[src/rtl/ctl_skp_pkg.sv]
package ctl_skp_pkg;
  localparam int SYM_W   = 8;
  localparam int TYPE_W  = 3;
  localparam int RX_W    = 3;
  localparam int CRC_W   = 5;
  localparam int CRC_IN_W = 16;

  localparam logic [SYM_W-1:0]  SKP_SYM       = 8'hAA;
  localparam logic [SYM_W-1:0]  END_SYM       = 8'h78;
  localparam logic [TYPE_W-1:0] NOCMD_TYPE    = 3'b111;
  localparam logic [RX_W-1:0]   NOCMD_RX      = 3'b000;
  localparam logic [SYM_W-1:0]  NOCMD_PAYLOAD = 8'h9C;
  localparam logic [CRC_W-1:0]  CRC_POLY      = 5'b00101;

  typedef enum logic [2:0] {
    PH_IDLE = 3'd0,
    PH_SKP  = 3'd1,
    PH_END  = 3'd2,
    PH_TR1  = 3'd3,
    PH_TR2  = 3'd4,
    PH_TR3  = 3'd5
  } phase_e;

  typedef struct packed {
    logic              usage;
    logic [TYPE_W-1:0] mtype;
    logic [RX_W-1:0]   rxnum;
    logic [SYM_W-1:0]  payload;
    logic              dpar;
    logic              r1par;
    logic              r2par;
  } ctl_fields_t;
endpackage

[src/rtl/ctl_skp_crc.sv]
module ctl_skp_crc #(
  parameter int DATA_W = 16,
  parameter int CRC_W  = 5,
  parameter logic [CRC_W-1:0] POLY = 5'b00101
) (
  input  logic [DATA_W-1:0] data_i,
  output logic [CRC_W-1:0]  crc_o
);
  logic [CRC_W-1:0] stage [DATA_W+1];

  assign stage[0] = '0;

  // One LFSR step per input bit, MSB of data_i first.
  for (genvar i = 0; i < DATA_W; i++) begin : g_step
    logic fb;
    assign fb = stage[i][CRC_W-1] ^ data_i[DATA_W-1-i];
    assign stage[i+1] = {stage[i][CRC_W-2:0], 1'b0} ^ (fb ? POLY : '0);
  end

  assign crc_o = stage[DATA_W];
endmodule

[src/rtl/ctl_skp_fields.sv]
module ctl_skp_fields
  import ctl_skp_pkg::*;
(
  input  logic              clk,
  input  logic              rst_n,
  input  logic              capture_i,
  input  logic              ep_mode_i,
  input  ctl_fields_t       raw_i,
  output logic              ep_q_o,
  output logic [SYM_W-1:0]  tr1_o,
  output logic [SYM_W-1:0]  tr2_o,
  output logic [SYM_W-1:0]  tr3_o
);
  ctl_fields_t sel_d;
  ctl_fields_t cur_q;
  logic        ep_q;
  logic [6:0]  cmd_bits;
  logic [CRC_W-1:0] crc;
  logic        mpar;

  // Endpoint mode swaps in the fixed no-command values; parity flags pass through.
  always_comb begin
    sel_d = raw_i;
    if (ep_mode_i) begin
      sel_d.usage   = 1'b0;
      sel_d.mtype   = NOCMD_TYPE;
      sel_d.rxnum   = NOCMD_RX;
      sel_d.payload = NOCMD_PAYLOAD;
    end
  end

  always_ff @(posedge clk or negedge rst_n) begin
    if (!rst_n) begin
      cur_q <= '0;
      ep_q  <= 1'b0;
    end else if (capture_i) begin
      cur_q <= sel_d;
      ep_q  <= ep_mode_i;
    end
  end

  assign cmd_bits = {cur_q.usage, cur_q.mtype, cur_q.rxnum};

  ctl_skp_crc #(
    .DATA_W (CRC_IN_W),
    .CRC_W  (CRC_W),
    .POLY   (CRC_POLY)
  ) u_crc (
    .data_i ({cmd_bits, cur_q.payload, 1'b0}),
    .crc_o  (crc)
  );

  assign mpar   = ^{crc, cmd_bits};
  assign tr1_o  = {cur_q.dpar, cur_q.r1par, cur_q.r2par, crc};
  assign tr2_o  = {mpar, cmd_bits};
  assign tr3_o  = cur_q.payload;
  assign ep_q_o = ep_q;

  AST_EP_NOCMD_HELD: assert property (@(posedge clk) disable iff (!rst_n)
    ep_q |-> (cur_q.mtype == NOCMD_TYPE && cur_q.rxnum == NOCMD_RX
              && cur_q.payload == NOCMD_PAYLOAD && !cur_q.usage));
  AST_FIELDS_FROZEN: assert property (@(posedge clk) disable iff (!rst_n)
    !capture_i |=> $stable(cur_q) && $stable(ep_q));
endmodule

[src/rtl/ctl_skp_seq.sv]
module ctl_skp_seq
  import ctl_skp_pkg::*;
#(
  parameter int CNT_W = 4
) (
  input  logic             clk,
  input  logic             rst_n,
  input  logic             start_i,
  input  logic [CNT_W-1:0] groups_i,
  input  logic             ready_i,
  output logic             capture_o,
  output phase_e           phase_o,
  output logic             valid_o,
  output logic             busy_o
);
  localparam int LEFT_W = CNT_W + 2;

  phase_e            phase_q;
  logic [LEFT_W-1:0] left_q;
  logic [CNT_W-1:0]  groups_eff;
  logic              fire;

  assign groups_eff = (groups_i == '0) ? CNT_W'(1) : groups_i;
  assign valid_o    = (phase_q != PH_IDLE);
  assign busy_o     = valid_o;
  assign fire       = valid_o && ready_i;
  assign capture_o  = start_i && (phase_q == PH_IDLE);
  assign phase_o    = phase_q;

  always_ff @(posedge clk or negedge rst_n) begin
    if (!rst_n) begin
      phase_q <= PH_IDLE;
      left_q  <= '0;
    end else begin
      unique case (phase_q)
        PH_IDLE: if (capture_o) begin
          phase_q <= PH_SKP;
          left_q  <= {groups_eff, 2'b00} - LEFT_W'(1);
        end
        PH_SKP: if (fire) begin
          if (left_q == '0) phase_q <= PH_END;
          else              left_q  <= left_q - LEFT_W'(1);
        end
        PH_END:  if (fire) phase_q <= PH_TR1;
        PH_TR1:  if (fire) phase_q <= PH_TR2;
        PH_TR2:  if (fire) phase_q <= PH_TR3;
        PH_TR3:  if (fire) phase_q <= PH_IDLE;
        default: phase_q <= PH_IDLE;
      endcase
    end
  end

  AST_START_LOADS: assert property (@(posedge clk) disable iff (!rst_n)
    capture_o |=> (phase_q == PH_SKP));
  AST_END_AFTER_SKP: assert property (@(posedge clk) disable iff (!rst_n)
    (phase_q == PH_SKP && fire && left_q == '0) |=> (phase_q == PH_END));
  AST_STALL_HOLDS: assert property (@(posedge clk) disable iff (!rst_n)
    (valid_o && !ready_i) |=> valid_o && $stable(phase_q) && $stable(left_q));
  AST_BUSY_IGNORES_START: assert property (@(posedge clk) disable iff (!rst_n)
    (busy_o && !(phase_q == PH_TR3 && fire)) |=> busy_o);
endmodule

[src/rtl/ctl_skip_tx.sv]
module ctl_skip_tx
  import ctl_skp_pkg::*;
#(
  parameter int CNT_W = 4
) (
  input  logic             clk,
  input  logic             rst_n,
  input  logic             start_i,
  input  logic [CNT_W-1:0] groups_i,
  input  logic             ep_mode_i,
  input  logic             usage_i,
  input  logic [2:0]       mtype_i,
  input  logic [2:0]       rxnum_i,
  input  logic [7:0]       payload_i,
  input  logic             dpar_i,
  input  logic             rt1_par_i,
  input  logic             rt2_par_i,
  input  logic             sym_ready_i,
  output logic             sym_valid_o,
  output logic [7:0]       sym_data_o,
  output logic             busy_o
);
  ctl_fields_t      raw;
  logic             capture;
  phase_e           phase;
  logic             ep_q;
  logic [SYM_W-1:0] tr1, tr2, tr3;

  assign raw = '{usage: usage_i, mtype: mtype_i, rxnum: rxnum_i, payload: payload_i,
                 dpar: dpar_i, r1par: rt1_par_i, r2par: rt2_par_i};

  ctl_skp_seq #(.CNT_W(CNT_W)) u_seq (
    .clk       (clk),
    .rst_n     (rst_n),
    .start_i   (start_i),
    .groups_i  (groups_i),
    .ready_i   (sym_ready_i),
    .capture_o (capture),
    .phase_o   (phase),
    .valid_o   (sym_valid_o),
    .busy_o    (busy_o)
  );

  ctl_skp_fields u_fields (
    .clk       (clk),
    .rst_n     (rst_n),
    .capture_i (capture),
    .ep_mode_i (ep_mode_i),
    .raw_i     (raw),
    .ep_q_o    (ep_q),
    .tr1_o     (tr1),
    .tr2_o     (tr2),
    .tr3_o     (tr3)
  );

  always_comb begin
    unique case (phase)
      PH_SKP:  sym_data_o = SKP_SYM;
      PH_END:  sym_data_o = END_SYM;
      PH_TR1:  sym_data_o = tr1;
      PH_TR2:  sym_data_o = tr2;
      PH_TR3:  sym_data_o = tr3;
      default: sym_data_o = '0;
    endcase
  end

  AST_DATA_HOLD: assert property (@(posedge clk) disable iff (!rst_n)
    (sym_valid_o && !sym_ready_i) |=> $stable(sym_data_o));
  AST_FIRST_IS_ID: assert property (@(posedge clk) disable iff (!rst_n)
    $rose(sym_valid_o) |-> (sym_data_o == SKP_SYM));
  AST_EP_TR2: assert property (@(posedge clk) disable iff (!rst_n)
    (sym_valid_o && phase == PH_TR2 && ep_q) |-> (sym_data_o[6:0] == 7'b0111000));
  AST_TR2_EVEN: assert property (@(posedge clk) disable iff (!rst_n)
    (sym_valid_o && phase == PH_TR1) |=> (^{$past(sym_data_o[4:0]), tr2} == 1'b0));
endmodule

[config.mk]
export PLATFORM = sky130hd
export DESIGN_NAME = ctl_skip_tx
export DESIGN_NICKNAME = d
export VERILOG_FILES = /design/src/rtl/ctl_skp_pkg.sv /design/src/rtl/ctl_skp_crc.sv /design/src/rtl/ctl_skp_fields.sv /design/src/rtl/ctl_skp_seq.sv /design/src/rtl/ctl_skip_tx.sv
export SDC_FILE = /design/constraint.sdc
export NUM_CORES = 1
export LEC_CHECK = 0
export ABC_AREA = 1
export ABC_CLOCK_PERIOD_IN_PS = 4390
export BUFFER_PORTS_ARGS = -buffer_cell sky130_fd_sc_hd__buf_2
export CAP_MARGIN = 20
export CELL_PAD_IN_SITES_DETAIL_PLACEMENT = 0
export CELL_PAD_IN_SITES_GLOBAL_PLACEMENT = 1
export CORE_ASPECT_RATIO = 1.5
export CORE_UTILIZATION = 32
export CTS_CLUSTER_DIAMETER = 80
export DETAILED_ROUTE_END_ITERATION = 10
export HOLD_SLACK_MARGIN = 0.06
export MAX_ROUTING_LAYER = met4
export PLACE_DENSITY = 0.76
export SETUP_SLACK_MARGIN = 0.3
export SLEW_MARGIN = 20
export SYNTH_ARGS = -nofsm -noshare
export SYNTH_HDL_FRONTEND = slang
export SYNTH_SLANG_ARGS = --single-unit
[constraint.sdc]
create_clock -name clk -period 4.39 [get_ports clk]
set_input_delay 0.439 -clock clk [delete_from_list [all_inputs] [get_ports clk]]
set_output_delay 0.439 -clock clk [all_outputs]
set_load 0.02 [all_outputs]
==> results.md <==
- The number of unique standard cell types used by synthesis is 31.
- The run finished with clean final reports.
- Gates resized during post-CTS repair numbered 0.
- The clock-pin slew on the worst setup and hold paths is 0.10 ns.
- The count of routing violations after the opening detailed-route iteration is 75.
- Summing the sequential cell areas from Yosys gives roughly 32% of the chip area.
- The critical path in this run is classified as reg -> out.
- The first detailed-routing pass took 5 iterations.
- The worst hold slack across all endpoints is roughly 0.16 ns.
- The final number of hold-violating endpoints is 0.
- STA classifies the critical path endpoint as a primary output.
- Setup repair after global routing left no endpoint under its margin.
- The top cell type by area accounts for roughly 32% of the synthesized area.
- Counting every net in the synthesized netlist gives roughly 340.
- The highest achievable clock rate is ~370 MHz.
- The detailed-route vias per instance is around 4.9.
- The cts-stage hold buffer count is 0.
- For this run, the slowest stage of the critical path takes between 0.5 and 0.6 ns.
- Relative to the synthesized area, the layout overhead comes to 12.9%.
- The max-slew violation count is 0.
- In the final layout, the share of cells above drive strength 1 is around 20%.
- The floorplan step set the die height to 101 um.
- The number of H-tree levels is 1.
- In this run the worst path has a maximum fanout of 6.
- Measured against its own limit, the worst slew margin works out to between 50% and 60%.
- The pin count of the biggest net entering global routing is 30.
- The floorplan has 35 rows.
- The clock reaches the later pin of the worst-skew pair after between 0.2 and 0.3 ns.
- The count of buffers from port buffering is 36.
- Data on the critical path arrives at its endpoint at 2.26 ns.
- Synthesis inferred 27 register bits.
- The net count reported at finish is 370.
- The cell type contributing the most total cell area after synthesis is dfrtp_1.
- In this run the standard cell core region covers between 6000 and 7000 sq um.
- The clock drives 27 sinks.
- At the pin with the least slew margin, the transition time is around 0.73 ns.
- The final critical path time including I/O delays and setup is 2.70 ns.
- The number of antenna violations at the first check in global routing is 0.
- The worst clock skew on the final layout is roughly 0.0017 ns.
- On the critical path the largest part of the delay comes from XOR/XNOR gates.
- The count of maximum capacitance violations is 0.
- After synthesis, the cell types taking the most area are dfrtp_1 (32%), nand2_1 (16%), nand3_1 (7.2%).
- Once the floorplan was initialized, standard cells occupied between 30% and 40% of the core.
- The critical path goes through xnor2_2, nand3_2, nand2_4, xor2_4, xor2_1, nand2_1, o211ai_1, buf_2.
- Once detailed placement completed, the half-perimeter wirelength came to 4860 um.
- The worst path required time is 3.95 ns.
- The cell sitting at the root of the clock tree is a clkbuf_8.
- The die is a little under 70 um wide.
- The most frequent standard cell in the layout excluding fill and tap cells is nand2_1.
- In this run the critical register-to-register path is launched from u_seq.phase_o[1].
- 0 antenna diodes ended up in the layout.
- The share of the cycle needed by the critical path after routing is 61.4%.
- The post-CTS setup-driven buffer insertion count is 0.
- Adding up every negative setup slack in the final design gives 0 ns.
- The cell at the slowest stage of the critical path is dfrtp_1.
- The final wirelength is 5850 um.
- The total via count after detailed routing is around 2k.
- Setup violations remaining at the end of the flow were counted as 0.
- The number of primary I/O pins is 37.
- The residual overflow from global routing is 0.
- The worst reg2reg path endpoint is u_seq.left_q[0].
- At the end of routability-driven placement, the weighted congestion stood at ~0.89.
- TritonCTS built the clock tree.
- The floorplan step defined a die boundary enclosing around 6900 sq um.
- The count of buffering cells on the critical path with inverters included is 1.
- Buffers inserted during clock tree synthesis total 3.
- The clock passes through at most 2 buffers.
- The total standard cell area after synthesis is between 2000 and 2500 sq um.
- The overall track demand over capacity in global routing is about a fifth.
- The path class of the tightest hold or removal check is in -> async.
- The detailed-route DRC error count is 0.
- The worst-case register-to-register setup slack is between 2 and 2.5 ns.
- During synthesis, Yosys emitted a total of 0 warnings.
- STA classifies the critical path startpoint as a register.
- The number of global-route vias before repair is between 1.5k and 2k.
- The first global-routing pass estimated between 9000 and 10,000 um of wire.
- In this run the remaining antenna-violating nets after routing total 0.
- The mean cell area of the mapped netlist is 6.84 sq um.
- In the layout the commonest cells are nand2_1 (91), buf_2 (36), inv_1 (35).
- The path depth of the worst reg2reg path is 9.
- After technology mapping, the gate count stands at about 300.
- The final core utilization is between 30% and 40%.
- In the final routed layout, each cell accounts on average for 14.2 um.
## cell type report
| class | instances | area, sq um |
|---|---|---|
| clock buffer | 3 | 41.3 |
| inverter | 47 | 176 |
| timing repair buffer | 36 | 180 |
| fill | 689 | 3850 |
| multi-input combinational | 225 | 1200 |
| clock inverter | 1 | 7.51 |
| sequential | 27 | 676 |
| tap | 74 | 92.6 |
## registers in the layout, indices dropped and copies added (netlist names)
| register | count |
|---|---|
| u_seq.phase_o | 3 |
| u_fields.tr1_o | 3 |
| u_fields.tr3_o | 8 |
| u_seq.left_q | 6 |
| u_fields.tr2_o | 7 |
## cells in the mapped netlist, drive strengths merged
| library cell | number |
|---|---|
| nand2 | 98 |
| inv | 47 |
| o21ai | 37 |
| nand3 | 32 |
| dfrtp | 27 |
| nor2 | 17 |
| xor2 | 10 |
| xnor2 | 9 |
| buf | 7 |
| a21oi | 5 |
| a221oi | 3 |
| ha | 3 |
| o221ai | 3 |
| o211ai | 2 |
| o22ai | 2 |
| a211oi | 1 |
| a31oi | 1 |
| clkbuf | 1 |
| nor3 | 1 |
| o21bai | 1 |
## stage by stage
stage                     setup slack [ns]  area, sq um  cells
after floorplan                       2.37         2100    307
after global placement                2.00         2320    409
after detailed placement              2.00         2320    409
after CTS                             1.67         2370    413
after global routing                  1.50         2370    413
final                                 1.69         2370    413
## worst max-delay path by stage
stage                                  from       endpoint  slack [ns]  depth (start not counted)
after CTS                 u_fields.tr2_o[3]  sym_data_o[1]        1.67                          8
after detailed placement  u_fields.tr2_o[3]  sym_data_o[1]        2.00                          8
after floorplan           u_fields.tr2_o[3]  sym_data_o[1]        2.37                          8
after global placement    u_fields.tr2_o[3]  sym_data_o[1]        2.00                          8
final                     u_fields.tr2_o[3]  sym_data_o[1]        1.69                          8
after global routing      u_fields.tr2_o[3]  sym_data_o[2]        1.50                          9
## metal layers
metal | vias to the layer above | part of all wire, % | global-route usage [%]
li1 | 1045 | - | -
met1 | 935 | 39 | 22.1
met2 | 39 | 55 | 34.6
met3 | 10 | 2.1 | 1.13
met4 | 0 | 3.2 | 8.49
met5 | - | 0 | -
## logic make-up after synthesis
logic type / synth area share [%]
adder cells (fa/ha/maj): 1.79
buffers and inverters: 10.8
AND/OR/NAND/NOR: 30.1
XOR/XNOR: 9.89
flip-flops: 32.2
AO/OA/AOI/OAI: 15.3
Power is left out: the tool's default activity adds up to more than one toggle a clock period on the data nets, which glitch-free logic cannot reach.
